**config.mk**
```make
export PLATFORM = sky130hd
export DESIGN_NAME = trailbit_unit
export DESIGN_NICKNAME = d
export VERILOG_FILES = /design/src/rtl/trailbit_pkg.sv /design/src/rtl/trailbit_ctrl.sv /design/src/rtl/trailbit_dpath.sv /design/src/rtl/trailbit_unit.sv
export SDC_FILE = /design/constraint.sdc
export NUM_CORES = 1
export LEC_CHECK = 0
export BUFFER_PORTS_ARGS = -buffer_cell sky130_fd_sc_hd__clkbuf_2
export CORE_AREA = 2 2 132 134
export CTS_BUF_LIST = sky130_fd_sc_hd__clkbuf_16
export DETAILED_ROUTE_END_ITERATION = 8
export DIE_AREA = 0 0 134 136
export PLACE_DENSITY_LB_ADDON = 0.25
export SLEW_MARGIN = 40
export SYNTH_ARGS = -nofsm -noshare
export SYNTH_HDL_FRONTEND = slang
export SYNTH_HIERARCHICAL = 1
export SYNTH_SLANG_ARGS = --single-unit
export TNS_END_PERCENT = 1
```
**constraint.sdc**
```tcl
create_clock -name clk -period 7.2 [get_ports clk]
set_input_delay 0.36 -clock clk [delete_from_list [all_inputs] [get_ports clk]]
set_output_delay 0.36 -clock clk [all_outputs]
set_load 0.005 [all_outputs]
```
**src/rtl/trailbit_pkg.sv**
```systemverilog
package trailbit_pkg;

  typedef enum logic [3:0] {
    OP_FIELD      = 4'd0,
    OP_FILL_CLR   = 4'd1,
    OP_ISO_CLR    = 4'd2,
    OP_ISO_CLR_N  = 4'd3,
    OP_MSK_CLR    = 4'd4,
    OP_SET_CLR    = 4'd5,
    OP_FILL_SET   = 4'd6,
    OP_ISO_SET_N  = 4'd7,
    OP_MSK_ONES_N = 4'd8,
    OP_MSK_ZEROS  = 4'd9
  } opSel_e;

  typedef enum logic [1:0] {
    MERGE_AND = 2'd0,
    MERGE_OR  = 2'd1,
    MERGE_XOR = 2'd2
  } merge_e;

  // Strobes from control to datapath
  typedef struct packed {
    logic   load;
    logic   legal;
    logic   isField;
    logic   useInc;
    logic   invSrc;
    logic   invAdj;
    merge_e merge;
  } strobes_t;

endpackage

```
**src/rtl/trailbit_ctrl.sv**
```systemverilog
module trailbit_ctrl
  import trailbit_pkg::*;
(
  input  logic       clk,
  input  logic       rstN,
  input  logic       inValid,
  input  logic [3:0] inOp,
  output strobes_t   strb,
  output logic       outValid
);

  always_comb begin
    strb         = '0;
    strb.load    = inValid;
    strb.legal   = 1'b1;
    strb.useInc  = 1'b1;
    strb.merge   = MERGE_AND;
    case (opSel_e'(inOp))
      OP_FIELD:      strb.isField = 1'b1;
      OP_FILL_CLR:   strb.merge = MERGE_AND;
      OP_ISO_CLR:    begin strb.invAdj = 1'b1; strb.merge = MERGE_OR; end
      OP_ISO_CLR_N:  begin strb.invSrc = 1'b1; strb.merge = MERGE_AND; end
      OP_MSK_CLR:    strb.merge = MERGE_XOR;
      OP_SET_CLR:    strb.merge = MERGE_OR;
      OP_FILL_SET:   begin strb.useInc = 1'b0; strb.merge = MERGE_OR; end
      OP_ISO_SET_N:  begin strb.useInc = 1'b0; strb.invSrc = 1'b1; strb.merge = MERGE_OR; end
      OP_MSK_ONES_N: begin strb.invSrc = 1'b1; strb.merge = MERGE_OR; end
      OP_MSK_ZEROS:  begin strb.useInc = 1'b0; strb.invSrc = 1'b1; strb.merge = MERGE_AND; end
      default:       strb.legal = 1'b0;
    endcase
  end

  always_ff @(posedge clk) begin
    if (!rstN) outValid <= 1'b0;
    else       outValid <= inValid;
  end

endmodule

```
**src/rtl/trailbit_dpath.sv**
```systemverilog
module trailbit_dpath
  import trailbit_pkg::*;
#(
  parameter int WIDTH = 32,
  parameter int ARG_W = 8
) (
  input  logic             clk,
  input  logic             rstN,
  input  strobes_t         strb,
  input  logic [WIDTH-1:0] inSrc,
  input  logic [ARG_W-1:0] inStart,
  input  logic [ARG_W-1:0] inLen,
  output logic [WIDTH-1:0] outResult,
  output logic             outZero,
  output logic             outCarry
);

  localparam logic [WIDTH-1:0] ONE = WIDTH'(1);

  logic [WIDTH-1:0] adjVal, opA, opB, bitVal, fieldMask, fieldVal, nextRes;
  logic             startOk, nextCarry;

  // Field mask: bit i set when i < len
  for (genvar i = 0; i < WIDTH; i++) begin : g_mask
    assign fieldMask[i] = (32'(inLen) > 32'(i));
  end

  assign startOk  = (32'(inStart) < 32'(WIDTH));
  assign fieldVal = startOk ? ((inSrc >> inStart) & fieldMask) : '0;

  assign adjVal = strb.useInc ? (inSrc + ONE) : (inSrc - ONE);
  assign opA    = strb.invSrc ? ~inSrc : inSrc;
  assign opB    = strb.invAdj ? ~adjVal : adjVal;

  always_comb begin
    case (strb.merge)
      MERGE_OR:  bitVal = opA | opB;
      MERGE_XOR: bitVal = opA ^ opB;
      default:   bitVal = opA & opB;
    endcase
  end

  assign nextRes   = !strb.legal ? '0 : (strb.isField ? fieldVal : bitVal);
  assign nextCarry = strb.legal && !strb.isField &&
                     (strb.useInc ? (&inSrc) : ~(|inSrc));

  always_ff @(posedge clk) begin
    if (!rstN) begin
      outResult <= '0;
      outZero   <= 1'b0;
      outCarry  <= 1'b0;
    end else if (strb.load) begin
      outResult <= nextRes;
      outZero   <= (nextRes == '0);
      outCarry  <= nextCarry;
    end
  end

endmodule

```
**src/rtl/trailbit_unit.sv**
```systemverilog
module trailbit_unit
  import trailbit_pkg::*;
#(
  parameter int WIDTH = 32,
  parameter int ARG_W = 8
) (
  input  logic             clk,
  input  logic             rstN,
  input  logic             inValid,
  input  logic [3:0]       inOp,
  input  logic [WIDTH-1:0] inSrc,
  input  logic [ARG_W-1:0] inStart,
  input  logic [ARG_W-1:0] inLen,
  output logic             outValid,
  output logic [WIDTH-1:0] outResult,
  output logic             outZero,
  output logic             outCarry
);

  strobes_t strb;

  trailbit_ctrl u_ctrl (
    .clk     (clk),
    .rstN    (rstN),
    .inValid (inValid),
    .inOp    (inOp),
    .strb    (strb),
    .outValid(outValid)
  );

  trailbit_dpath #(.WIDTH(WIDTH), .ARG_W(ARG_W)) u_dpath (
    .clk      (clk),
    .rstN     (rstN),
    .strb     (strb),
    .inSrc    (inSrc),
    .inStart  (inStart),
    .inLen    (inLen),
    .outResult(outResult),
    .outZero  (outZero),
    .outCarry (outCarry)
  );

endmodule

```
==> impl_metrics.env <==
export IMPL_drt_iter0_markers=887
export IMPL_area_growth_pct=6.05
export IMPL_dp_hpwl_microns=20200
export IMPL_wirelength_microns=26800
export IMPL_yosysUniqueCellTypes=78
export IMPL_antenna_found_initial=0
export IMPL_worstPathMaxFanout=18
export IMPL_combPwrFrac_pct=62.3
export IMPL_power_frac_seq_pct=19.2
export IMPL_ant_nets=0
export IMPL_route_vias_total=8315
export IMPL_yosysSeqAreaShare_pct=8.45
export IMPL_synthTopCellsByArea="ha_1 (14%), dfxtp_1 (8.4%), mux4_2 (7.3%), xor2_1 (7.2%), nand2_1 (5.4%)"
export IMPL_grt_pass1_vias=7466
export IMPL_syn_num_nets=1234
export IMPL_post_route_period_util_pct=84.7
export IMPL_synth_seq_cells=35
export IMPL_rows=48
export IMPL_antenna_cells=0
export IMPL_finalWeightedCongestion=0.977
export IMPL_cts_root_buf="clkbuf_16"
export IMPL_crit_path_top_delay_cell="or4_1"
export IMPL_syn_cell_area_sq_um=8300
export IMPL_pwr_share_clk_pct=18.6
export IMPL_slew_viol_final=0
export IMPL_worst_ep_required_time_ns=7.40
export IMPL_grt_pass1_wl_microns=41600
export IMPL_numCtsBuffers=5
export IMPL_io_pins=90
export IMPL_die_w_microns=134
export IMPL_cts_resized=0
export IMPL_ys_flop_type="dfxtp_1"
export IMPL_fill_cells=1640
export IMPL_portBuffers=89
export IMPL_yosysWarnings=6
export IMPL_p_leak_nw=4.36
export IMPL_setup_viol=0
export IMPL_layout_drive_gt1_share_pct=15.3
export IMPL_synth_edf_count=0
export IMPL_syn_instance_count=1082
export IMPL_hp_start="u_dpath/outResult[27]"
export IMPL_async_flop_share_pct=0
export IMPL_overflow=0
export IMPL_yosysTopAreaCell="ha_1"
export IMPL_netSwitchingPower_w=0.000517
export IMPL_relSlewSlack_pct=41.9
export IMPL_cts_tree="yes"
export IMPL_finalNetCount=1257
export IMPL_grt_max_degree=66
export IMPL_cts_buffer_depth=2
export IMPL_critPathLaunchType="input port"
export IMPL_grt_usage_pct=28.8
export IMPL_hold_path_class="register to register"
export IMPL_fin_skew_ns=0
export IMPL_status="finished clean"
export IMPL_r2r_start="u_dpath/outResult[10]"
export IMPL_avgSynthCellArea_sq_um=7.67
export IMPL_cp_arrival_ns=6.29
export IMPL_cpPeakStageDelay_ns=0.51
export IMPL_cts_setup_buffers=0
export IMPL_worstSetupEndpointType="register"
export IMPL_drcViolationCount=0
export IMPL_ir_worst_vdd_mv=0.0967
export IMPL_firstDrtPassIters=6
export IMPL_worstSkewPairLatency_ns=0.28
export IMPL_die_y_microns=136
export IMPL_cap_violations=0
export IMPL_power_density_nw_per_um2=128
export IMPL_hold_viol=0
export IMPL_viasPerCell=6.25
export IMPL_core_sq_um=16900
export IMPL_switching_share_pct=46.0
export IMPL_finalSetupTns_ns=0
export IMPL_rsz0062_at_grt="no"
export IMPL_cp_cell_sequence="clkbuf_2 > nand2b_1 > a2bb2oi_1 > inv_1 > buf_4 > fa_1 > a21o_1 > nand4_1 > nand3_1 > a21o_1 > o21ai_0 > o21ai_0 > a41oi_1 > nand2b_1 > xor2_1 > ha_1 > a22oi_1 > o21ai_0 > a32oi_1 > and4_1 > nand4_1 > or4_1 > o31ai_2"
export IMPL_cts_sinks=35
export IMPL_fmax_ghz=0.164
export IMPL_tightest_slew_ns=0.863
export IMPL_crit_start="inOp[3]"
export IMPL_fin_util_pct=52.1
export IMPL_h_tree_depth=2
export IMPL_initial_core_util_pct=49.2
export IMPL_synth_top_cell_area_share_pct=14.5
export IMPL_post_drt_wl_per_cell_microns=20.1
export IMPL_hold_buffers=0
export IMPL_period_minus_slack_ns=6.10
export IMPL_clkTransAtPathRegs_ns=0.06
export IMPL_r2r_slack_ns=6.50
export IMPL_die_area_sq_um=18200
export IMPL_p_int_w=0.000606
export IMPL_setup_worst_path_class="input port to register"
export IMPL_cp_common_cell="o21ai_0"
layout make-up:
class / instances / area [sq um] / area share, %
multi-input cells: 861 / 6760 / 76.8
flip-flops and latches: 35 / 701 / 7.96
repair buffers: 101 / 536 / 6.09
inverters: 101 / 379 / 4.31
well taps: 225 / 282 / 3.20
clock buffers: 5 / 125 / 1.42
clock inverters: 3 / 20.0 / 0.228
power by group through the flow:
stage	combinational, W	sequential (W)	clock [W]
2_1_floorplan	0.000497	0.000219	0
4_1_cts	0.000687	0.000215	0.000211
6_report	0.000699	0.000215	0.000208
5_1_grt	0.000774	0.000216	0.000220
3_5_place_dp	0.000683	0.000219	0
3_3_place_gp	0.000670	0.000219	0
synth_stat cells (all sizes together), types with 7 or more instances:
library cell	n
buf	34
a22oi	31
a21o	21
xnor2	34
mux2i	19
inv	101
clkbuf	50
nand4	16
a211oi	11
nor4	12
a32oi	8
o211ai	7
nor3	12
or3	9
a21oi	70
dfxtp	35
mux4	32
and2	9
mux2	16
xor2	68
nand3	12
ha	96
nor2	44
nand2	121
nand2b	18
a221oi	7
o211a	28
o21ai	66
nor2b	11
a31oi	10
layer usage:
metal	up-vias	part of all wire [%]	global-route usage (%)
li1	3934	-	-
met1	3900	41	37.2
met2	408	46	47.3
met3	73	9.2	6.67
met4	0	3.5	9.93
met5	-	0	0
flip-flops by register name, indices dropped and copies added, names as in the netlist:
signal	cells
u_dpath/outResult	32
u_ctrl/outValid	1
u_dpath/outCarry	1
u_dpath/outZero	1
cells in the final DEF, fill, tap and decap left out, types with 19 or more instances in the layout:
| master | netlist | layout |
|---|---|---|
| o211a_1 | 28 | 28 |
| xnor2_1 | 34 | 34 |
| inv_1 | 101 | 101 |
| mux2i_1 | 19 | 19 |
| mux4_2 | 27 | 27 |
| o21ai_0 | 62 | 62 |
| ha_1 | 96 | 96 |
| dfxtp_1 | 35 | 35 |
| xor2_1 | 68 | 68 |
| nand2_1 | 120 | 120 |
| a21oi_1 | 67 | 67 |
| clkbuf_2 | 0 | 88 |
| nor2_1 | 44 | 44 |
| a22oi_1 | 31 | 31 |
| a21o_1 | 21 | 21 |
path summary, 6_finish.rpt:
check                           to  cells after the start
max reg2reg  u_dpath/outResult[10]                      3
min reg2reg  u_dpath/outResult[27]                      1
min          u_dpath/outResult[27]                      1
max                u_dpath/outZero                     23
cells by family (layout without fill, tap and decap cells):
family / Yosys count / in the layout / share of synthesized area, %
xor+xnor: 102 / 102 / 10.8
buf+inv: 186 / 210 / 10.3
compound gates: 310 / 310 / 25.8
simple gates: 285 / 285 / 16.5
mux: 67 / 67 / 13.5
flops: 35 / 35 / 8.45
fa+ha+maj: 97 / 97 / 14.7
worst max-delay path, delay by kind of cell:
kind	cells	cell delay [ns]
compound gates	10	2.71
simple gates	7	1.45
buf+inv	3	0.87
fa+ha+maj	2	0.70
xor+xnor	1	0.18
metrics by stage:
step	hold slack, ns	std cells	power [W]	area [sq um]	setup WS [ns]
2_1_floorplan	0.471	1082	0.000717	8300	1.90
3_3_place_gp	0.460	1323	0.000890	8650	1.09
3_5_place_dp	0.468	1323	0.000902	8650	0.959
4_1_cts	0.482	1331	0.00111	8800	1.21
5_1_grt	0.492	1331	0.00121	8800	0.716
6_report	0.480	1331	0.00112	8800	1.10
(Power assumes the default switching activity.)
